`src/rtl/fbr_pkg.sv`:
```
package fbr_pkg;

   localparam int OFF_W = 2;
   localparam int NREG  = 1 << OFF_W;
   localparam logic [7:0] JUNK_BYTE = 8'hFF;

   typedef enum logic [OFF_W-1:0] {
      OFF_DATA  = 2'd0,
      OFF_STAT  = 2'd1,
      OFF_FLUSH = 2'd2,
      OFF_SPARE = 2'd3
   } reg_off_e;

   typedef struct packed {
      logic rx_empty;
      logic irq;
      logic gpio_in;
      logic gpio_out;
      logic mask_rx;
      logic mask_tx;
      logic glob_en;
      logic tx_full;
   } stat_t;

   typedef enum logic [1:0] {
      PS_IDLE  = 2'd0,
      PS_SETUP = 2'd1,
      PS_HOLD  = 2'd2
   } push_st_e;

endpackage

```
`src/rtl/fbr_sync.sv`:
```
module fbr_sync #(
   parameter int WIDTH = 4,
   parameter int STAGES = 2,
   parameter logic [WIDTH-1:0] RST_VAL = '0
) (
   input  logic             clk,
   input  logic             rst_n,
   input  logic [WIDTH-1:0] d_async,
   output logic [WIDTH-1:0] q
);

   generate
      if (STAGES < 2) begin : g_bad_stages
         $error("fbr_sync: STAGES must be at least 2");
      end
      if (WIDTH < 1) begin : g_bad_width
         $error("fbr_sync: WIDTH must be positive");
      end
   endgenerate

   logic [STAGES-1:0][WIDTH-1:0] chain;

   always_ff @(posedge clk or negedge rst_n) begin
      if (!rst_n) begin
         chain <= {STAGES{RST_VAL}};
      end else begin
         chain <= {chain[STAGES-2:0], d_async};
      end
   end

   assign q = chain[STAGES-1];

endmodule

```
`src/rtl/fbr_decode.sv`:
```
module fbr_decode
   import fbr_pkg::*;
#(
   parameter int ADDR_W = 8,
   localparam int BASE_W = ADDR_W - OFF_W
) (
   input  logic              clk,
   input  logic              rst_n,
   input  logic [BASE_W-1:0] base_sel,
   input  logic [ADDR_W-1:0] addr,
   input  logic              sel,
   input  logic              rd,
   input  logic              wr,
   output logic [NREG-1:0]   rd_sel,
   output logic [NREG-1:0]   wr_evt,
   output logic              pop_evt
);

   logic            hit;
   logic [NREG-1:0] wr_now;
   logic [NREG-1:0] wr_q;
   logic [NREG-1:0] rd_q;

   assign hit = sel && (addr[ADDR_W-1:OFF_W] == base_sel);

   for (genvar k = 0; k < NREG; k++) begin : g_slot
      assign rd_sel[k] = hit && rd && (addr[OFF_W-1:0] == OFF_W'(k));
      assign wr_now[k] = hit && wr && (addr[OFF_W-1:0] == OFF_W'(k));
   end

   always_ff @(posedge clk or negedge rst_n) begin
      if (!rst_n) begin
         wr_q <= '0;
         rd_q <= '0;
      end else begin
         wr_q <= wr_now;
         rd_q <= rd_sel;
      end
   end

   // write acts on the leading edge, pop on the trailing edge of a read
   assign wr_evt  = wr_now & ~wr_q;
   assign pop_evt = rd_q[OFF_DATA] & ~rd_sel[OFF_DATA];

   AST_WR_EVT_SINGLE : assert property (@(posedge clk) disable iff (!rst_n)
      $onehot0(wr_evt));

endmodule

```
`src/rtl/fbr_push.sv`:
```
module fbr_push
   import fbr_pkg::*;
#(
   parameter int DATA_W = 8,
   parameter int SETUP_CYC = 3,
   parameter int HOLD_CYC = 1,
   localparam int CNT_MAX = (SETUP_CYC > HOLD_CYC) ? SETUP_CYC : HOLD_CYC,
   localparam int CNT_W = $clog2(CNT_MAX + 1)
) (
   input  logic              clk,
   input  logic              rst_n,
   input  logic              start,
   input  logic [DATA_W-1:0] din,
   output logic              busy,
   output logic              strobe,
   output logic              oe,
   output logic [DATA_W-1:0] dout
);

   generate
      if (SETUP_CYC < 1) begin : g_bad_setup
         $error("fbr_push: SETUP_CYC must be at least 1");
      end
      if (HOLD_CYC < 1) begin : g_bad_hold
         $error("fbr_push: HOLD_CYC must be at least 1");
      end
   endgenerate

   push_st_e   st;
   logic [CNT_W-1:0] cnt;

   always_ff @(posedge clk or negedge rst_n) begin
      if (!rst_n) begin
         st   <= PS_IDLE;
         cnt  <= '0;
         dout <= '0;
      end else begin
         unique case (st)
            PS_IDLE: begin
               if (start) begin
                  st   <= PS_SETUP;
                  cnt  <= CNT_W'(SETUP_CYC - 1);
                  dout <= din;
               end
            end
            PS_SETUP: begin
               if (cnt == '0) begin
                  st  <= PS_HOLD;
                  cnt <= CNT_W'(HOLD_CYC - 1);
               end else begin
                  cnt <= cnt - 1'b1;
               end
            end
            PS_HOLD: begin
               if (cnt == '0) begin
                  st <= PS_IDLE;
               end else begin
                  cnt <= cnt - 1'b1;
               end
            end
            default: st <= PS_IDLE;
         endcase
      end
   end

   assign strobe = (st == PS_SETUP);
   assign oe     = (st != PS_IDLE);
   assign busy   = oe;

   // checker-side counter of strobe-high cycles
   logic [CNT_W:0] hi_run;
   always_ff @(posedge clk or negedge rst_n) begin
      if (!rst_n) hi_run <= '0;
      else if (strobe) hi_run <= hi_run + 1'b1;
      else hi_run <= '0;
   end

   AST_SETUP_WIDTH : assert property (@(posedge clk) disable iff (!rst_n)
      $fell(strobe) |-> hi_run == (CNT_W+1)'(SETUP_CYC));
   AST_DATA_AT_FALL : assert property (@(posedge clk) disable iff (!rst_n)
      $fell(strobe) |-> oe && $stable(dout));
   AST_DATA_STABLE_HIGH : assert property (@(posedge clk) disable iff (!rst_n)
      strobe && $past(strobe) |-> $stable(dout));

endmodule

```
`src/rtl/fbr_ctrl.sv`:
```
module fbr_ctrl
   import fbr_pkg::*;
#(
   parameter int IRQ_REG = 0
) (
   input  logic       clk,
   input  logic       rst_n,
   input  logic       wr_stat,
   input  logic [7:0] wdata,
   input  logic       tx_full,
   input  logic       rx_empty,
   input  logic       gpio_in,
   output stat_t      stat,
   output logic       gpio_out,
   output logic       irq_out
);

   generate
      if (IRQ_REG != 0 && IRQ_REG != 1) begin : g_bad_irq
         $error("fbr_ctrl: IRQ_REG must be 0 or 1");
      end
   endgenerate

   logic glob_en, mask_tx, mask_rx, gpo;
   logic irq_bit;

   always_ff @(posedge clk or negedge rst_n) begin
      if (!rst_n) begin
         glob_en <= 1'b0;
         mask_tx <= 1'b0;
         mask_rx <= 1'b0;
         gpo     <= 1'b0;
      end else if (wr_stat) begin
         glob_en <= wdata[1];
         mask_tx <= wdata[2];
         mask_rx <= wdata[3];
         gpo     <= wdata[4];
      end
   end

   logic unused_wbits;
   assign unused_wbits = ^{wdata[7:5], wdata[0]};

   assign irq_bit = (mask_tx && !tx_full) || (mask_rx && !rx_empty);

   if (IRQ_REG != 0) begin : g_irq_ff
      logic irq_q;
      always_ff @(posedge clk or negedge rst_n) begin
         if (!rst_n) irq_q <= 1'b0;
         else irq_q <= glob_en && irq_bit;
      end
      assign irq_out = irq_q;
   end else begin : g_irq_comb
      assign irq_out = glob_en && irq_bit;
   end

   always_comb begin
      stat          = '0;
      stat.tx_full  = tx_full;
      stat.glob_en  = glob_en;
      stat.mask_tx  = mask_tx;
      stat.mask_rx  = mask_rx;
      stat.gpio_out = gpo;
      stat.gpio_in  = gpio_in;
      stat.irq      = irq_bit;
      stat.rx_empty = rx_empty;
   end

   assign gpio_out = gpo;

   AST_CTRL_HOLD : assert property (@(posedge clk) disable iff (!rst_n)
      !wr_stat |=> $stable({glob_en, mask_tx, mask_rx, gpo}));
   AST_IRQ_NEEDS_EN : assert property (@(posedge clk) disable iff (!rst_n)
      !glob_en && $past(!glob_en) |-> !irq_out);

endmodule

```
`src/rtl/fifo_bridge_regs.sv`:
```
module fifo_bridge_regs
   import fbr_pkg::*;
#(
   parameter int ADDR_W = 8,
   parameter int SYNC_STAGES = 2,
   parameter int SETUP_CYC = 3,
   parameter int HOLD_CYC = 1,
   parameter int IRQ_REG = 0,
   localparam int BASE_W = ADDR_W - OFF_W
) (
   input  logic              clk,
   input  logic              rst_n,
   input  logic [BASE_W-1:0] base_sel,
   input  logic [ADDR_W-1:0] bus_addr,
   input  logic              bus_sel,
   input  logic              bus_rd,
   input  logic              bus_wr,
   input  logic [7:0]        bus_wdata,
   output logic [7:0]        bus_rdata,
   output logic              irq_out,
   input  logic [7:0]        fifo_rdata,
   output logic              fifo_pop,
   output logic [7:0]        fifo_wdata,
   output logic              fifo_wdata_oe,
   output logic              fifo_wr_strobe,
   output logic              send_now,
   input  logic              fifo_tx_full,
   input  logic              fifo_rx_empty,
   input  logic              fifo_link_ok,
   input  logic              fifo_gpio_in,
   output logic              fifo_gpio_out
);

   generate
      if (ADDR_W < OFF_W + 1) begin : g_bad_addr
         $error("fifo_bridge_regs: ADDR_W too small for the register window");
      end
   endgenerate

   // synchronized device flags
   logic txf_raw, rxe_raw, link_s, gpi_s;
   logic txf_s, rxe_s;

   fbr_sync #(
      .WIDTH  (4),
      .STAGES (SYNC_STAGES),
      .RST_VAL(4'b0011)
   ) u_sync (
      .clk    (clk),
      .rst_n  (rst_n),
      .d_async({fifo_link_ok, fifo_gpio_in, fifo_rx_empty, fifo_tx_full}),
      .q      ({link_s, gpi_s, rxe_raw, txf_raw})
   );

   assign txf_s = txf_raw || !link_s;
   assign rxe_s = rxe_raw || !link_s;

   // address decode and access edges
   logic [NREG-1:0] rd_sel;
   logic [NREG-1:0] wr_evt;
   logic            pop_evt;

   fbr_decode #(.ADDR_W(ADDR_W)) u_dec (
      .clk     (clk),
      .rst_n   (rst_n),
      .base_sel(base_sel),
      .addr    (bus_addr),
      .sel     (bus_sel),
      .rd      (bus_rd),
      .wr      (bus_wr),
      .rd_sel  (rd_sel),
      .wr_evt  (wr_evt),
      .pop_evt (pop_evt)
   );

   // push sequencer
   logic push_busy;
   logic push_go;

   assign push_go = wr_evt[OFF_DATA] && !txf_s && !push_busy;

   fbr_push #(
      .DATA_W   (8),
      .SETUP_CYC(SETUP_CYC),
      .HOLD_CYC (HOLD_CYC)
   ) u_push (
      .clk   (clk),
      .rst_n (rst_n),
      .start (push_go),
      .din   (bus_wdata),
      .busy  (push_busy),
      .strobe(fifo_wr_strobe),
      .oe    (fifo_wdata_oe),
      .dout  (fifo_wdata)
   );

   // control / status
   stat_t stat;

   fbr_ctrl #(.IRQ_REG(IRQ_REG)) u_ctrl (
      .clk     (clk),
      .rst_n   (rst_n),
      .wr_stat (wr_evt[OFF_STAT]),
      .wdata   (bus_wdata),
      .tx_full (txf_s),
      .rx_empty(rxe_s),
      .gpio_in (gpi_s),
      .stat    (stat),
      .gpio_out(fifo_gpio_out),
      .irq_out (irq_out)
   );

   // one-clock strobes
   logic pop_q, flush_q;
   always_ff @(posedge clk or negedge rst_n) begin
      if (!rst_n) begin
         pop_q   <= 1'b0;
         flush_q <= 1'b0;
      end else begin
         pop_q   <= pop_evt && !rxe_s;
         flush_q <= wr_evt[OFF_FLUSH];
      end
   end
   assign fifo_pop = pop_q;
   assign send_now = flush_q;

   // read mux: offsets 2 and 3 and misses return the junk byte
   always_comb begin
      bus_rdata = JUNK_BYTE;
      if (rd_sel[OFF_DATA]) bus_rdata = fifo_rdata;
      else if (rd_sel[OFF_STAT]) bus_rdata = stat;
   end

   logic unused_top;
   assign unused_top = ^{rd_sel[OFF_FLUSH], rd_sel[OFF_SPARE], wr_evt[OFF_SPARE]};

   AST_NO_PUSH_WHEN_FULL : assert property (@(posedge clk) disable iff (!rst_n)
      $rose(fifo_wr_strobe) |-> !$past(txf_s));
   AST_FLUSH_PULSE : assert property (@(posedge clk) disable iff (!rst_n)
      send_now |=> !send_now);
   AST_POP_PULSE : assert property (@(posedge clk) disable iff (!rst_n)
      fifo_pop |=> !fifo_pop);
   AST_LINK_DOWN : assert property (@(posedge clk) disable iff (!rst_n)
      !link_s |-> stat.tx_full && stat.rx_empty);
   AST_IRQ_PIN : assert property (@(posedge clk) disable iff (!rst_n)
      (IRQ_REG == 0) && irq_out |-> stat.irq && stat.glob_en);

endmodule

```
`config.mk`:
```
export PLATFORM = sky130hd
export DESIGN_NAME = fifo_bridge_regs
export DESIGN_NICKNAME = d
export VERILOG_FILES = /design/src/rtl/fbr_pkg.sv /design/src/rtl/fbr_sync.sv /design/src/rtl/fbr_decode.sv /design/src/rtl/fbr_push.sv /design/src/rtl/fbr_ctrl.sv /design/src/rtl/fifo_bridge_regs.sv
export SDC_FILE = /design/constraint.sdc
export NUM_CORES = 1
export LEC_CHECK = 0
export CORE_MARGIN = 2
export CORE_UTILIZATION = 45
export DETAILED_ROUTE_END_ITERATION = 12
export HOLD_SLACK_MARGIN = 0.08
export PLACE_DENSITY = 0.93
export SYNTH_ARGS = -nofsm -noshare
export SYNTH_HDL_FRONTEND = slang
export SYNTH_SLANG_ARGS = --single-unit
```
`constraint.sdc`:
```
create_clock -name clk -period 4.7 [get_ports clk]
set_clock_uncertainty 0.05 [all_clocks]
set_input_delay 1.175 -clock clk [delete_from_list [all_inputs] [get_ports clk]]
set_output_delay 1.175 -clock clk [all_outputs]
set_load 0.02 [all_outputs]
```
# Yosys cells after proc, flatten, opt, wreduce, memory -nomap -nowiden
# Cells that the tools add are included.
[word_totals]
register_bits = 30
output_inout_bits = 22
[op_classes]
add_sub_neg = 1
eq_ne = 9
n_mux = 10
bitwise_logic = 4
n_reduce_logical = 29
[op_table]
columns = ["cell", "count"]
rows = [
  ["$mux W8", 2],
  ["$logic_and A1 B1 Y1", 14],
  ["$mux W2", 6],
  ["$pmux W2 S3", 2],
  ["$eq A6 B6 Y1", 1],
  ["$logic_not A2 Y1", 3],
  ["$reduce_and A3 Y1", 2],
  ["$eq A2 B1 Y1 const B", 2],
  ["$eq A2 B2 Y1 const B", 2],
  ["$logic_not A1 Y1", 4],
  ["$ne A2 B1 Y1 const B", 2],
  ["$ne A2 B2 Y1 const B", 2],
  ["$and A3 B3 Y3", 1],
  ["$logic_or A1 B1 Y1", 3],
  ["$not A3 Y3", 1],
  ["$reduce_bool A3 Y1", 1],
  ["$reduce_and A2 Y1", 1],
  ["$reduce_bool A2 Y1", 1],
  ["$sub A2 B1 Y2 const B", 1],
  ["$and A1 B1 Y1", 1],
  ["$not A1 Y1", 1],
]

# Longest topological paths before layout
# Gate-level depths: netlist of the first run.
[logic_depth]
word_depth = 9
mapped_depth = 6

# By module
# From an unflattened synthesis of the first run, not the netlist that was laid out.
[unflattened]
cells_unflattened = 144
area_unflattened_um2 = 1705.4
[modules_own_cells]
columns = ["module", "n_inst", "cells_each", "area_each_um2", "seq_area_each_um2"]
rows = [
  ["fbr_push", 1, 51, 645.6, 300.3],
  ["fbr_decode", 1, 34, 330.3, 125.1],
  ["fifo_bridge_regs", 1, 27, 265.3, 50.0],
  ["fbr_sync", 1, 12, 235.2, 205.2],
  ["fbr_ctrl", 1, 20, 229.0, 100.1],
]

# Least setup slack after synthesis of the first run
# OpenSTA, ideal clock, no wires.
[synth_path]
path_kind = "input -> output"
start = "input port base_sel[0]"
end = "output port bus_rdata[0]"
arrival_ps = 2419
slack_ps = 1056
stages = 6
path_buffers = 1
cell_sequence = "xnor2_1 nand4_1 nor4_4 and2_2 buf_2 nand3_1"
[synth_via]
elab_chain_len = 6
elab_cells_between_ends = 7
cone_classes = "eq/ne (1); mux (2); reduce/logical (4)"
[synth_lines]
columns = ["element", "line", "source"]
rows = [
  ["from (decl)", "fifo_bridge_regs.sv:13", "input logic [BASE_W-1:0] base_sel,"],
  ["$eq A6 B6 Y1 (*)", "fbr_decode.sv:24", "assign hit = sel && (addr[ADDR_W-1:OFF_W] == base_sel);"],
  ["$logic_and A1 B1 Y1 (*)", "fbr_decode.sv:24", ""],
  ["$logic_and A1 B1 Y1 (*)", "fbr_decode.sv:27", "assign rd_sel[k] = hit && rd && (addr[OFF_W-1:0] == OFF_W'(k));"],
  ["$logic_and A1 B1 Y1", "fbr_decode.sv:27", ""],
  ["$mux W8", "fifo_bridge_regs.sv:131", "else if (rd_sel[OFF_STAT]) bus_rdata = stat;"],
  ["$mux W8 (*)", "fifo_bridge_regs.sv:130", "if (rd_sel[OFF_DATA]) bus_rdata = fifo_rdata;"],
  ["to (decl)", "fifo_bridge_regs.sv:19", "output logic [7:0] bus_rdata,"],
]
# Every way passes the cells marked *; elsewhere a longest branch is shown, timed or not.

# Final worst setup path of the first run
[layout_path]
start = "input port base_sel[0]"
end = "output port bus_rdata[4]"
# Same word-level chain as after synthesis.

==> run_results.csv, run 1 <==
group,metric,value,unit
pwr,power.internal,462,uW
critical_path,path_class,"in -> out",
floorplanning,die_h,60.8,um
pwr,p_comb_frac,0.229,
run_status,status,"complete, no violations",
yosys,synth_top_area_cell,"dfrtp_1",
yosys,synth-seq-cells,30,
route,viasPerCell,5.02,
timing,maxSlewHeadroom,0.632,
critical_path,start_kind,"input port",
yosys,syn_area_per_cell,11.7,um2
hold_path,min_path_type,"reg -> reg",
timing,hold_violations,0,
pwr,pwr_density_cell,285,nW/um2
final_layout,antennaDiodeCount,0,
global_route,antenna_found_initial,0,
floorplanning,fp-row-count,20,
route,route.detailed.drc,0,
final_layout,drive_gt1_frac,0.177,
clocking,insertion_delay,0.31,ns
timing,period_share,0.958,
timing,tightest_slew,0.550,ns
final_layout,multi_input_area,657,um2
timing,period_minus_slack,4.50,ns
pwr,peakVddDrop,0.000146,V
clocking,cts_setup_buffers,0,
pwr,leakage,0.000968,uW
floorplanning,ioPinCount,61,
place,routabilityCongestion,0.813,
yosys,syn-num-nets,170,
yosys,synth_top_area_frac,0.448,
timing,setup_viol,0,
floorplanning,core_area,3050,um2
run,maxCapViolations,0,
yosys,synth.distinct_cells,31,
global_route,grt_pass1_vias,1225,
route,dr.pass1.iters,4,
yosys,netlist_instances,124,
route,drtAntennaViolNets,0,
yosys,synthTopCellsByCount,"26 x dfrtp_1, 15 x nand2_1, 14 x mux2_2",
yosys,synth_area_leaders,"dfrtp_1 45%, mux2_2 11%, dfstp_2 7.2%, ha_1 6.0%, nand2_1 3.9%",
critical_path,crit_fanout,8,
timing,worst_slack,0.198,ns
critical_path,worstSetupEndpointType,"output pin",
global_route,track_usage,0.210,
place,hpwl,2.75,mm
route,drt-total-wl,3.54,mm
clocking,tritoncts,"done",
final_layout,final_nets,237,
timing,final.setup.tns,0,ns
pwr,pwr-share-clk,0.310,
final_layout,seq_area,756,um2
floorplanning,dieArea,3700,um2
yosys,async_flop_share,1.00,
global_route,grt_pass1_wl,5.47,mm
route,post_drt_wl_per_cell,15.0,um
yosys,synth-edff-count,0,
route,drt_iter0_markers,17,
final_layout,areaGrowthSynthToFinish,50.8,%
global_route,grt_remaining_overflow,0,
clocking,numCtsBuffers,5,
clocking,cts_sinks,30,
clocking,cts-root-buf,"clkbuf_4",
pwr,netSwitchingPower,162,uW
timing,fmax,222,MHz
final_layout,fillers,226,
timing,slew_viol_final,0,
clocking,cts_resized,0,
clocking,postCtsHoldBufs,0,
yosys,seq_area_frac_synth,0.521,
clocking,path_clk_slew,0.08,ns
critical_path,critPathArrivalTime,3.28,ns
clocking,h-tree-depth,2,
floorplanning,start_util,0.475,
yosys,syn-cell-area,1450,um2
pwr,swShare,0.259,
place,dp_slack,0.177,ns
timing,rsz0062_at_grt,"no",
clocking,clk_path_buf_depth,2,
yosys,ys.flop_type,"dfrtp_1",
yosys,ys.warnings.count,0,
place,io_buffers,60,
pwr,seqPwrFrac,0.460,
yosys,yosys.cell_count.top_type,"dfrtp_1",
route,vias,1185,
critical_path,required,3.47,ns
global_route,grt_max_degree,31,
floorplanning,dieWidth,60.8,um
logic make-up (layout without fill, tap and decap cells):
logic type / Yosys count / in the layout / share of synthesized area
adders and majority gates: 7 / 7 / 0.0603
DFF: 30 / 30 / 0.521
buffers and inverters: 10 / 78 / 0.0267
and+or+nand+nor: 40 / 40 / 0.161
xor gates and xnor gates: 6 / 6 / 0.0362
AOI/OAI and AO/OA: 12 / 12 / 0.0517
muxes: 19 / 19 / 0.143
through the flow:
| stage | cells | hold WS (ns) | total power [uW] | util | cell area, um2 |
|---|---|---|---|---|---|
| after floorplan | 124 | 0.281 | 364 | - | 1450 |
| after global placement | 228 | 0.283 | 421 | 0.692 | 2110 |
| after detailed placement | 228 | 0.296 | 434 | 0.692 | 2110 |
| after CTS | 236 | 0.313 | 629 | 0.717 | 2190 |
| after global routing | 236 | 0.315 | 660 | 0.717 | 2190 |
| final | 236 | 0.313 | 624 | 0.717 | 2190 |
worst max-delay path: stages:
cell and delay [ns]:
clkdlybuf4s50_1 0.49, xnor2_1 0.13, nand4_1 0.23, nor4_4 0.33
and2_2 0.28, nand2_1 0.10, clkdlybuf4s50_1 0.54
final cells by class:
class,count,area share
Clock inverter,1,0.0137
Inverter,8,0.0137
Tap cell,44,0.0252
Timing Repair Buffer,62,0.281
Clock buffer,7,0.0206
Multi-Input combinational cell,84,0.300
Sequential cell,30,0.345
worst paths after layout:
check                      depth (start not counted)              end  slack (ns)             from
max                                                7     bus_rdata[4]        0.20      base_sel[0]
min                                                0      u_sync.q[1]        0.31  u_sync.chain[1]
max reg2reg                                        5    u_push.cnt[0]        2.83      u_sync.q[0]
min reg2reg                                        0      u_sync.q[1]        0.31  u_sync.chain[1]
max in group asynchronous                          2  u_sync.chain[1]        3.09            rst_n
min in group asynchronous                          2     u_push.st[0]        1.19            rst_n
state kept, by name, summed over array words and instances, names as in the netlist:
signal           count
fifo_pop             1
u_ctrl.mask_tx       1
u_ctrl.gpio_out      1
send_now             1
u_push.cnt           2
u_sync.chain         4
u_push.dout          8
u_push.st            2
u_dec.wr_q           3
u_ctrl.glob_en       1
u_sync.q             4
u_ctrl.mask_rx       1
u_dec.rd_q           1
routing by layer:
metal | vias to the layer above | wire [um] | GRT usage
li1 | 554 | - | -
met2 | 49 | 1970 | 0.399
met1 | 571 | 1240 | 0.218
met5 | - | 0 | 0
met3 | 11 | 232 | 0.0469
met4 | 0 | 91 | 0.0932
placed cells by master, fill, tap and decap left out:
| master | count |
|---|---|
| dfstp_2 | 4 |
| xnor2_1 | 5 |
| clkbuf_1 | 2 |
| nor4_4 | 1 |
| or3_1 | 1 |
| nand3_1 | 2 |
| nand2_1 | 15 |
| a31oi_1 | 1 |
| nor3_1 | 1 |
| and2_1 | 1 |
| nand3_2 | 1 |
| nor4_1 | 1 |
| mux2_2 | 14 |
| dfrtp_1 | 26 |
| nor2b_1 | 5 |
| clkbuf_4 | 5 |
| mux2i_1 | 5 |
| clkdlybuf4s50_1 | 60 |
| a21oi_1 | 5 |
| a22oi_1 | 1 |
| bufinv_16 | 1 |
| nor2_1 | 2 |
| ha_1 | 7 |
| nand3b_1 | 1 |
| xor2_1 | 1 |
| and3_2 | 3 |
| nand2b_1 | 3 |
| o41ai_2 | 1 |
| inv_1 | 8 |
| and2_2 | 1 |
| buf_4 | 2 |
| nand4_1 | 1 |
| o21ai_0 | 4 |
| and4b_2 | 1 |
power by group through the flow:
stage,Sequential [uW],Clock (uW),Combinational (uW)
finish,287,194,143
global route,290,214,156
CTS,286,198,145
detailed placement,291,0,143
global placement,289,0,132
floorplan,289,0,74.9
No activity file was read; power rests on OpenSTA's default activity.
==> run 2, diff against run 1 <==
--- a/config.mk
+++ b/config.mk
@@ -13,3 +13,4 @@
 export SYNTH_ARGS = -nofsm -noshare
 export SYNTH_HDL_FRONTEND = slang
 export SYNTH_SLANG_ARGS = --single-unit
+export TNS_END_PERCENT = 10
==> results of run 2 <==
No change in the layout: final DEF, timing and power equal those of run 1.
